`config.mk`:
```
export PLATFORM = sky130hd
export DESIGN_NAME = shift_flag_unit
export DESIGN_NICKNAME = d
export VERILOG_FILES = /design/src/rtl/sfu_pkg.sv /design/src/rtl/sfu_count_sel.sv /design/src/rtl/sfu_barrel.sv /design/src/rtl/sfu_flag_gen.sv /design/src/rtl/shift_flag_unit.sv
export SDC_FILE = /design/constraint.sdc
export NUM_CORES = 1
export LEC_CHECK = 0
export BUFFER_PORTS_ARGS = -buffer_cell sky130_fd_sc_hd__buf_4
export CAP_MARGIN = 0
export CORE_ASPECT_RATIO = 1.75
export CORE_MARGIN = 4
export CORE_UTILIZATION = 50
export CTS_BUF_LIST = sky130_fd_sc_hd__clkbuf_8
export CTS_CLUSTER_SIZE = 40
export DETAILED_ROUTE_END_ITERATION = 16
export PLACE_DENSITY = 0.75
export SKIP_LAST_GASP = 1
export SYNTH_ARGS = -nofsm -noshare
export SYNTH_HDL_FRONTEND = slang
export SYNTH_HIERARCHICAL = 1
export SYNTH_SLANG_ARGS = --single-unit
export TNS_END_PERCENT = 50
```
`constraint.sdc`:
```
create_clock -name clk -period 1.5 [get_ports clk]
set_clock_uncertainty 0.2 [all_clocks]
set_input_delay 0.15 -clock clk [delete_from_list [all_inputs] [get_ports clk]]
set_output_delay 0.15 -clock clk [all_outputs]
set_load 0.01 [all_outputs]
```
`src/rtl/sfu_pkg.sv`:
```
package sfu_pkg;
   localparam int unsigned SFU_DATA_W = 32;
   localparam int unsigned SFU_CNT_W  = $clog2(SFU_DATA_W);

   typedef struct packed {
      logic cy;
      logic ov;
      logic s;
      logic z;
   } sfu_flags_t;
endpackage

```
`src/rtl/sfu_count_sel.sv`:
```
module sfu_count_sel #(
   parameter int unsigned CNT_W = 5,
   parameter int unsigned REG_W = 32
) (
   input  logic [CNT_W-1:0] imm_cnt,
   input  logic [REG_W-1:0] reg_cnt,
   input  logic             from_reg,
   output logic [CNT_W-1:0] cnt
);
   generate
      if (REG_W < CNT_W) begin : g_bad_width
         $error("sfu_count_sel: REG_W must be at least CNT_W");
      end
   endgenerate

   always_comb begin
      if (from_reg) cnt = reg_cnt[CNT_W-1:0];
      else          cnt = imm_cnt;
   end
endmodule

```
`src/rtl/sfu_barrel.sv`:
```
module sfu_barrel #(
   parameter int unsigned DATA_W = 32,
   parameter bit          STAGED = 1'b1,
   localparam int unsigned CNT_W = $clog2(DATA_W),
   localparam int unsigned EXT_W = DATA_W + 1
) (
   input  logic [DATA_W-1:0] data_in,
   input  logic [CNT_W-1:0]  cnt,
   input  logic              dir_right,
   output logic [DATA_W-1:0] data_out,
   output logic              carry_out
);
   logic [DATA_W-1:0] src;
   logic [EXT_W-1:0]  shifted;
   logic [DATA_W-1:0] body;

   // Left shifts reuse the right network on bit-reversed data.
   always_comb begin
      for (int i = 0; i < DATA_W; i++) begin
         src[i] = dir_right ? data_in[i] : data_in[DATA_W-1-i];
      end
   end

   generate
      if (STAGED) begin : g_staged
         logic [CNT_W:0][EXT_W-1:0] st;
         assign st[0] = {src, 1'b0};
         for (genvar k = 0; k < CNT_W; k++) begin : g_stage
            assign st[k+1] = cnt[k] ? (st[k] >> (2 ** k)) : st[k];
         end
         assign shifted = st[CNT_W];
      end else begin : g_operator
         assign shifted = {src, 1'b0} >> cnt;
      end
   endgenerate

   assign body      = shifted[EXT_W-1:1];
   assign carry_out = shifted[0];

   always_comb begin
      for (int i = 0; i < DATA_W; i++) begin
         data_out[i] = dir_right ? body[i] : body[DATA_W-1-i];
      end
   end
endmodule

```
`src/rtl/sfu_flag_gen.sv`:
```
module sfu_flag_gen
   import sfu_pkg::*;
#(
   parameter int unsigned DATA_W = 32
) (
   input  logic [DATA_W-1:0] res,
   input  logic              carry_in,
   output sfu_flags_t        flags
);
   always_comb begin
      flags.cy = carry_in;
      flags.ov = 1'b0;
      flags.s  = res[DATA_W-1];
      flags.z  = (res == '0);
   end
endmodule

```
`src/rtl/shift_flag_unit.sv`:
```
module shift_flag_unit
   import sfu_pkg::*;
#(
   parameter int unsigned DATA_W = SFU_DATA_W,
   parameter int unsigned REG_W  = SFU_DATA_W,
   parameter bit          STAGED = 1'b1,
   localparam int unsigned CNT_W = $clog2(DATA_W)
) (
   input  logic              clk,
   input  logic              rst_n,
   input  logic              in_valid,
   input  logic [DATA_W-1:0] operand,
   input  logic [CNT_W-1:0]  imm_cnt,
   input  logic [REG_W-1:0]  reg_cnt,
   input  logic              cnt_from_reg,
   input  logic              dir_right,
   output logic              out_valid,
   output logic [DATA_W-1:0] result,
   output logic              flag_cy,
   output logic              flag_ov,
   output logic              flag_s,
   output logic              flag_z
);
   generate
      if ((DATA_W < 2) || ((DATA_W & (DATA_W - 1)) != 0)) begin : g_bad_data_w
         $error("shift_flag_unit: DATA_W must be a power of two");
      end
   endgenerate

   logic [CNT_W-1:0]  cnt_eff;
   logic [DATA_W-1:0] sh_res;
   logic              sh_cy;
   sfu_flags_t        flg_nxt;
   sfu_flags_t        flg_q;

   sfu_count_sel #(.CNT_W(CNT_W), .REG_W(REG_W)) u_cnt (
      .imm_cnt (imm_cnt),
      .reg_cnt (reg_cnt),
      .from_reg(cnt_from_reg),
      .cnt     (cnt_eff)
   );

   sfu_barrel #(.DATA_W(DATA_W), .STAGED(STAGED)) u_shift (
      .data_in  (operand),
      .cnt      (cnt_eff),
      .dir_right(dir_right),
      .data_out (sh_res),
      .carry_out(sh_cy)
   );

   sfu_flag_gen #(.DATA_W(DATA_W)) u_flags (
      .res     (sh_res),
      .carry_in(sh_cy),
      .flags   (flg_nxt)
   );

   always_ff @(posedge clk or negedge rst_n) begin
      if (!rst_n) begin
         out_valid <= 1'b0;
         result    <= '0;
         flg_q     <= '0;
      end else begin
         out_valid <= in_valid;
         if (in_valid) begin
            result <= sh_res;
            flg_q  <= flg_nxt;
         end
      end
   end

   assign flag_cy = flg_q.cy;
   assign flag_ov = flg_q.ov;
   assign flag_s  = flg_q.s;
   assign flag_z  = flg_q.z;
endmodule

```
### After elaboration in Yosys (flattened, before gate mapping)

Cells that the tools add are included.

* flip-flop bits (word level): 36

* mux-type cells: 70
* reduce and logical (&&, ||, !) cells: 1

Operator list (count)
* two-way mux 33 bit: 5
* two-way mux 1 bit: 64
* zero test 32 bit: 1
* two-way mux 5 bit: 1

### Longest topological paths before layout

Gate-level depths: netlist of the first run.

* word-level depth: 8
* mapped depth: 15

### Modules after synthesis

The synthesis of the first run kept the hierarchy.

Modules (own cells, without submodules)
* sfu_barrel: times used 1, cells an instance 365, area an instance 3065.4 um2, sequential area each 0.0 um2
* shift_flag_unit: times used 1, cells an instance 77, area an instance 1515.2 um2, sequential area each 925.9 um2
* sfu_flag_gen: times used 1, cells an instance 15, area an instance 98.8 um2, sequential area each 0.0 um2
* sfu_count_sel: times used 1, cells an instance 5, area an instance 56.3 um2, sequential area each 0.0 um2

### Worst setup path before layout of the first run

OpenSTA, ideal clock, no wires.

* kind: input port to flip-flop
* from: in cnt_from_reg
* to: reg flg_q (netlist bit flag_z)
* arrival time: 2.918 ns
* path slack: -1.682 ns
* stages on the path: 12
* buffers on the path: 2
* cell sequence: mux2_2 > buf_6 > buf_12 > mux2_1 > mux4_2 > a222oi_1 > nor2_1 > mux2_2 > nor4_2 > nand4_1 > nor2_1 > mux2_2

RTL lines
* start, declared: line shift_flag_unit.sv:15 `input logic cnt_from_reg,`
* end signal, assigned: line shift_flag_unit.sv:66 `flg_q <= flg_nxt;`
* end, declared: line shift_flag_unit.sv:34 `sfu_flags_t flg_q;`

==> results of run 1 <==
[sequential cells by signal (all words and copies together), names as in the netlist]
name	flops
flag_ov	1
result	32
flag_s	1
out_valid	1
flag_z	1
flag_cy	1
[metrics by stage]
step | cells | setup WS [ps]
after global routing | 836 | -1810
after CTS | 830 | -1690
after detailed placement | 803 | -2210
after floorplan | 462 | -1600
final | 836 | -1760
after global placement | 803 | -2190
[routing by layer]
layer	track usage, %	up-vias	part of all wire (%)	wire length, µm
met5	0	-	0	0
met4	31.5	0	11	2380
met3	6.72	141	7.5	1630
met2	71.4	384	52	11200
met1	36.2	2650	30	6380
li1	-	2313	-	-
[kinds of logic (layout without fill, tap and decap cells)]
family | count (synthesis) | count (layout) | share of synthesized area [%]
XOR/XNOR | 1 | 1 | 0.185
buffers and inverters | 50 | 302 | 7.05
multiplexers | 150 | 152 | 46.5
AND/OR/NAND/NOR | 133 | 133 | 12.6
AO/OA/AOI/OAI | 90 | 90 | 14.0
flip-flops | 37 | 37 | 19.6
other | 1 | 1 | 0.0792
[repair_timing]
| item | CTS | global route |
|---|---|---|
| hold buffers | 2 | 0 |
| endpoints found under the setup margin | 35 | 35 |
| setup buffers | 21 | 7 |
| resized for setup | 57 | 35 |
| hold endpoints to repair | 38 | 0 |
| pin swaps | 16 | 13 |
| gates cloned | 2 | 1 |
[cells in the mapped netlist, types with 4 or more instances]
cell | n | share of area (%)
a211oi_1 | 7 | 1.1
a21oi_1 | 14 | 1.5
a221oi_1 | 4 | 0.74
buf_12 | 4 | 1.7
buf_2 | 5 | 0.53
buf_4 | 10 | 1.6
buf_6 | 5 | 1.2
clkbuf_1 | 18 | 1.4
dfrtp_1 | 37 | 20
inv_1 | 5 | 0.40
mux2_1 | 17 | 4.0
mux2_2 | 39 | 9.3
mux2_4 | 32 | 10
mux2i_1 | 25 | 5.3
mux4_2 | 35 | 17
nand2_1 | 43 | 3.4
nand2b_1 | 5 | 0.66
nand3_1 | 13 | 1.4
nand4_1 | 4 | 0.53
nor2_1 | 45 | 3.6
nor3_1 | 4 | 0.42
nor4_1 | 7 | 0.92
o21ai_0 | 8 | 0.85
o22ai_1 | 10 | 1.3
o2bb2ai_1 | 5 | 0.92
[layout make-up]
| cell class | count | area [µm²] | area share (%) |
|---|---|---|---|
| clock buffer | 5 | 68.8 | 0.928 |
| clock inverter | 3 | 13.8 | 0.186 |
| inverter | 6 | 26.3 | 0.354 |
| multi-input combinational | 377 | 3890 | 52.5 |
| sequential | 37 | 926 | 12.5 |
| tap | 120 | 150 | 2.03 |
| timing repair buffer | 288 | 2340 | 31.5 |
[final timing paths]
| kind | from | to | cells after the start |
|---|---|---|---|
| worst max-delay path | cnt_from_reg | flag_z | 14 |
| worst min-delay path | in_valid | flag_s | 2 |
| worst max register to register | result[14] | result[14] | 1 |
| worst min register to register | result[5] | result[5] | 1 |
| max in group asynchronous | rst_n | result[29] | 2 |
| min in group asynchronous | rst_n | result[6] | 2 |
[power by group through the flow]
stage	Clock, mW	Combinational (mW)	Sequential [mW]
after floorplan	0	1.62	1.38
after global placement	0	3.24	1.31
after detailed placement	0	3.31	1.32
after CTS	0.690	3.59	1.31
after global routing	0.718	4.10	1.33
final	0.678	3.91	1.31
==> metrics.md, run 1 <==
| Metric | Value |
|---|---|
| Chip width | 81.6 µm |
| CTS Buf Count | 5 |
| Via Count | 5488 |
| Req. time, crit path | 1540 ps |
| Worst path arrival time | 3290 ps |
| Hold WS | 105 ps |
| Mean Syn Cell Area | 10.3 µm² |
| FMAX | 307 MHz |
| Psw | 2.28 mW |
| Synth cell types | 59 |
| Hold Vio Cnt, Final | 0 |
| Via density | 6.56 |
| Fillers | 553 |
| Pin count of the biggest net entering global routing | 38 |
| Initial Util | 51.8% |
| Ant diodes | 0 |
| Clk slew on worst S/H paths | 70 ps |
| DRT iter0 DRCs | 396 |
| Final period utilization | 217% |
| Slew @ Worst Pin | 689 ps |
| Most Frequent Cell on Critical Path | mux2_4 |
| IO buf count | 83 |
| Mapped Area | 4740 µm² |
| Die ar. | 11200 µm² |
| H-tree depth | 2 |
| Area Growth Syn to Fin | 56.5% |
| IO Pins | 111 |
| Fraction of registers with async set/reset | 100% |
| Drt total wl | 21600 µm |
| Placed Instance Area | 6690 µm² |
| GRT Overall Usage | 39.0% |
| Remaining DRCs | 0 |
| Worst min path class | primary input to flop |
| Top delay family on crit path | multiplexers |
| Max Fanout on Critical Path | 6 |
| Max Buffers Root-to-Sink | 2 |
| Core Area | 9150 µm² |
| Largest stage delay, worst path | 500 ps |
| Final nets | 789 |
| Crit end category | flop |
| Clk_lat worst skew | 290 ps |
| Max-Cap Viols | 0 |
| Slew Viols, Final | 0 |
| Comb pwr share | 66.3% |
| Register bit total from synthesis | 37 |
| Int Power | 3.62 mW |
| Cells after synthesis | 462 |
| CTS tree | built |
| Status | complete, but fails checks |
| Worst R2R Setup Slack | 490 ps |
| Leak | 3.47 nW |
| Most frequent cells in the layout | 261 x buf_4, 60 x mux2_4, 42 x nor2_1 |
| Post-synth EDFFs | 0 |
| CP bufs+invs | 4 |
| Setup TNS | -49300 ps |
| Final design utilization | 81.0% |
| WL per Instance | 25.8 µm |
| Final GP Congestion | 1.01 |
| Min cycle time layout | 3260 ps |
| CTS root buf | clkbuf_8 |
| Number of detailed-route iterations in the first pass | 7 |
| Final setup vio count | 35 |
| Most common cell after layout, fill and taps aside | buf_4 |
| Layout cell share with drive strength beyond 1 | 65.2% |
| Crit path kind | primary input to flop |
| Seq/Total Area, Yosys | 19.6% |
| CP max stage cell | mux4_2 |
| Clock Power Share | 11.5% |
| Syn. warnings | 6 |
| Die height | 137 µm |
| Row count | 46 |
| PwrDens | 796 nW/µm² |
| Clock Sinks | 37 |
| Failing checks | setup timing |
| Detailed placement HPWL | 15900 µm |
| Mapped Nets | 536 |
| Setup ws final | -1760 ps |
| Post-route design area | 7410 µm² |
| CP cell instances | buf_12 -> mux2_4 -> buf_12 -> mux2_4 -> mux4_2 -> mux2_4 -> a222oi_1 -> buf_4 -> mux2i_4 -> nor4_4 -> buf_4 -> nand4_1 -> nor2_1 -> mux2_4 |
| Slew HR | 53.9% |
| Part of the power in registers | 22.2% |
| Worst vdd ir | 651 µV |
| Unrepaired setup endpoints after global routing | true |
| Initial antenna violation count | 0 |
| Antenna Violating Nets Remaining | 0 |
| Congestion Overflow GR | 0 |
| CP Launch Type | primary input |
| First-pass GRT wire length | 31800 µm |
| Total Power | 5.90 mW |
| Sw frac | 38.6% |
| Vias in the first global route | 5654 |
| Main synth FF type | dfrtp_1 |
No activity file was read; power rests on OpenSTA's default activity.
==> run 2, diff against run 1 <==
--- a/config.mk
+++ b/config.mk
@@ -10,7 +10,6 @@
 export CORE_ASPECT_RATIO = 1.75
 export CORE_MARGIN = 4
 export CORE_UTILIZATION = 50
-export CTS_BUF_LIST = sky130_fd_sc_hd__clkbuf_8
 export CTS_CLUSTER_SIZE = 40
 export DETAILED_ROUTE_END_ITERATION = 16
 export PLACE_DENSITY = 0.75
==> run 2 against run 1 <==
Effect of this change: the flow still finishes with violations (setup timing); die area is the same; power grew 6.5%; clock-buffer cell count grew 1; non-clock buffer count grew 6; highest routed layer unchanged.
==> metrics.md, run 2 (synthesis gave the netlist of run 1 again) <==
| Metric | Value |
|---|---|
| Fin cells | 841 (+0.60%) |
| Top reg by flops | result |
| Post-Place Cells | 803 (unchanged) |
| Core Area | 9150 µm² (unchanged) |
| Setup ws final | -1820 ps (-59.7 ps) |
| First-pass GRT wire length | 32900 µm (+3.6%) |
| Via Count | 5548 (+1.1%) |
| Number of detailed-route iterations in the first pass | 5 (-2) |
| Antenna Violating Nets Remaining | 0 (unchanged) |
| H-tree depth | 2 (unchanged) |
| Unrepaired setup endpoints after global routing | true |
| Initial antenna violation count | 0 (unchanged) |
| PwrDens | 836 nW/µm² (+5.0%) |
| Die height | 137 µm (unchanged) |
| Worst vdd ir | 883 µV (+36%) |
| Slew @ Worst Pin | 626 ps (-62.4 ps) |
| Initial Util | 51.8% (unchanged) |
| Layout cell share with drive strength beyond 1 | 65.9% (+0.66 points) |
| Area Growth Syn to Fin | 58.7% |
| Drt total wl | 22100 µm (+2.4%) |
| Clk_lat worst skew | 280 ps (about the same) |
| Clk slew on worst S/H paths | 60 ps (about the same) |
| Vias in the first global route | 5812 (+2.8%) |
| IO Pins | 111 (unchanged) |
| DRT iter0 DRCs | 449 (+13%) |
| Remaining DRCs | 0 (unchanged) |
| Die ar. | 11200 µm² (unchanged) |
| Most common cell after layout, fill and taps aside | buf_4 |
| Final setup vio count | 35 (unchanged) |
| Ant diodes | 0 (unchanged) |
| Req. time, crit path | 1520 ps (-20 ps) |
| Most frequent cells in the layout | 264 x buf_4, 58 x mux2_4, 40 x nor2_1 |
| WL per Instance | 26.2 µm (+1.8%) |
| Leak | 3.52 nW (+1.5%) |
| Final nets | 794 (+0.63%) |
| Worst R2R Setup Slack | 470 ps (-20 ps) |
| Final period utilization | 221% (+4.0 points) |
| IO buf count | 83 (unchanged) |
| Final GP Congestion | 1.01 (unchanged) |
| Fillers | 539 (-2.5%) |
| CTS Buf Count | 5 (unchanged) |
| Via density | 6.60 (+0.49%) |
| Crit end category | flop |
| CTS tree | built |
| Max Buffers Root-to-Sink | 2 (unchanged) |
| Worst min path class | primary input to flop |
| Slew Viols, Final | 0 (unchanged) |
| Status | complete, but fails checks |
| Failing checks | setup timing |
| Congestion Overflow GR | 0 (unchanged) |
| Chip width | 81.6 µm (unchanged) |
| Min cycle time layout | 3320 ps (+59.7 ps) |
| Detailed placement HPWL | 15900 µm (unchanged) |
| FMAX | 302 MHz (-1.8%) |
| Row count | 46 (unchanged) |
| Crit path kind | primary input to flop |
| Max-Cap Viols | 0 (unchanged) |
| Dpl ws | -2210 ps (unchanged) |
| Pin count of the biggest net entering global routing | 38 (unchanged) |
| Max reg flops | 32 (unchanged) |
| GRT Overall Usage | 40.4% (+1.4 points) |
| Hold Vio Cnt, Final | 0 (unchanged) |
| CP Launch Type | primary input |
| Slew HR | 58.1% (+4.2 points) |
| CTS root buf | clkbuf_16 |
| Max Fanout on Critical Path | 7 (+1) |
| Clock Sinks | 37 (unchanged) |
| Worst path arrival time | 3330 ps (+40 ps) |
[run 2: where the power goes]
part / leakage, nW / internal (mW) / total [mW] / switching (mW)
logic: 2.98 / 2.13 / 3.93 / 1.80
clock network: 0.0706 / 0.611 / 1.03 / 0.418
registers: 0.472 / 1.18 / 1.32 / 0.139
[run 2: critical path: stages]
cell and delay, ps:
buf_8 110, mux2_4 370, buf_4 170, buf_12 130, buf_2 180, nor2_1 240
a311oi_2 180, mux2_2 370, a222oi_1 260, buf_4 240, mux2i_4 90, nor4_1 300
buf_4 170, nand4_1 80, nor2_1 120, mux2_4 160
[run 2: final cells by class]
cell class | count | area [µm²] | share of cell area [%]
Sequential cell | 37 | 926 | 12.3
Tap cell | 120 | 150 | 2.00
Clock inverter | 2 | 10.0 | 0.133
Multi-Input combinational cell | 376 | 3890 | 51.8
Clock buffer | 6 | 129 | 1.72
Timing Repair Buffer | 294 | 2380 | 31.7
Inverter | 6 | 26.3 | 0.350
[run 2: stage by stage]
step	util (%)	hold WS, ps	instance area (µm²)	total power, mW	setup TNS [ps]
6_report	82.1	124	7510	6.28	-51150
2_1_floorplan	-	-346	4820	3.00	-42980
3_5_place_dp	73.1	-72.1	6690	4.63	-62190
5_1_grt	82.1	127	7510	6.52	-53030
4_1_cts	79.9	115	7320	5.99	-48550
3_3_place_gp	73.1	-87.3	6690	4.55	-61000
[run 2: timing repair]
action | in CTS | in global routing
endpoints found under the hold margin | 38 | 0
resized for setup | 67 | 34
buffers inserted | 26 | 10
hold buffers | 2 | 0
pin swaps | 23 | 15
setup endpoints to repair | 35 | 35
cloned | 1 | 0
[run 2: path summary, 6_finish.rpt]
kind | end | from | cells after the start
max in group asynchronous | result[29] | rst_n | 2
worst min-delay path | flag_s | in_valid | 2
worst max-delay path | flag_z | cnt_from_reg | 16
worst max register to register | result[14] | result[14] | 1
worst min register to register | result[9] | result[9] | 1
min in group asynchronous | result[7] | rst_n | 2
[run 2: per-layer routing]
| metal | routed length (µm) | track usage, % | vias to the layer above |
|---|---|---|---|
| li1 | - | - | 2323 |
| met1 | 6880 | 38.6 | 2648 |
| met2 | 11600 | 72.9 | 427 |
| met3 | 1440 | 5.99 | 150 |
| met4 | 2160 | 33.5 | 0 |
| met5 | 0 | 0 | - |
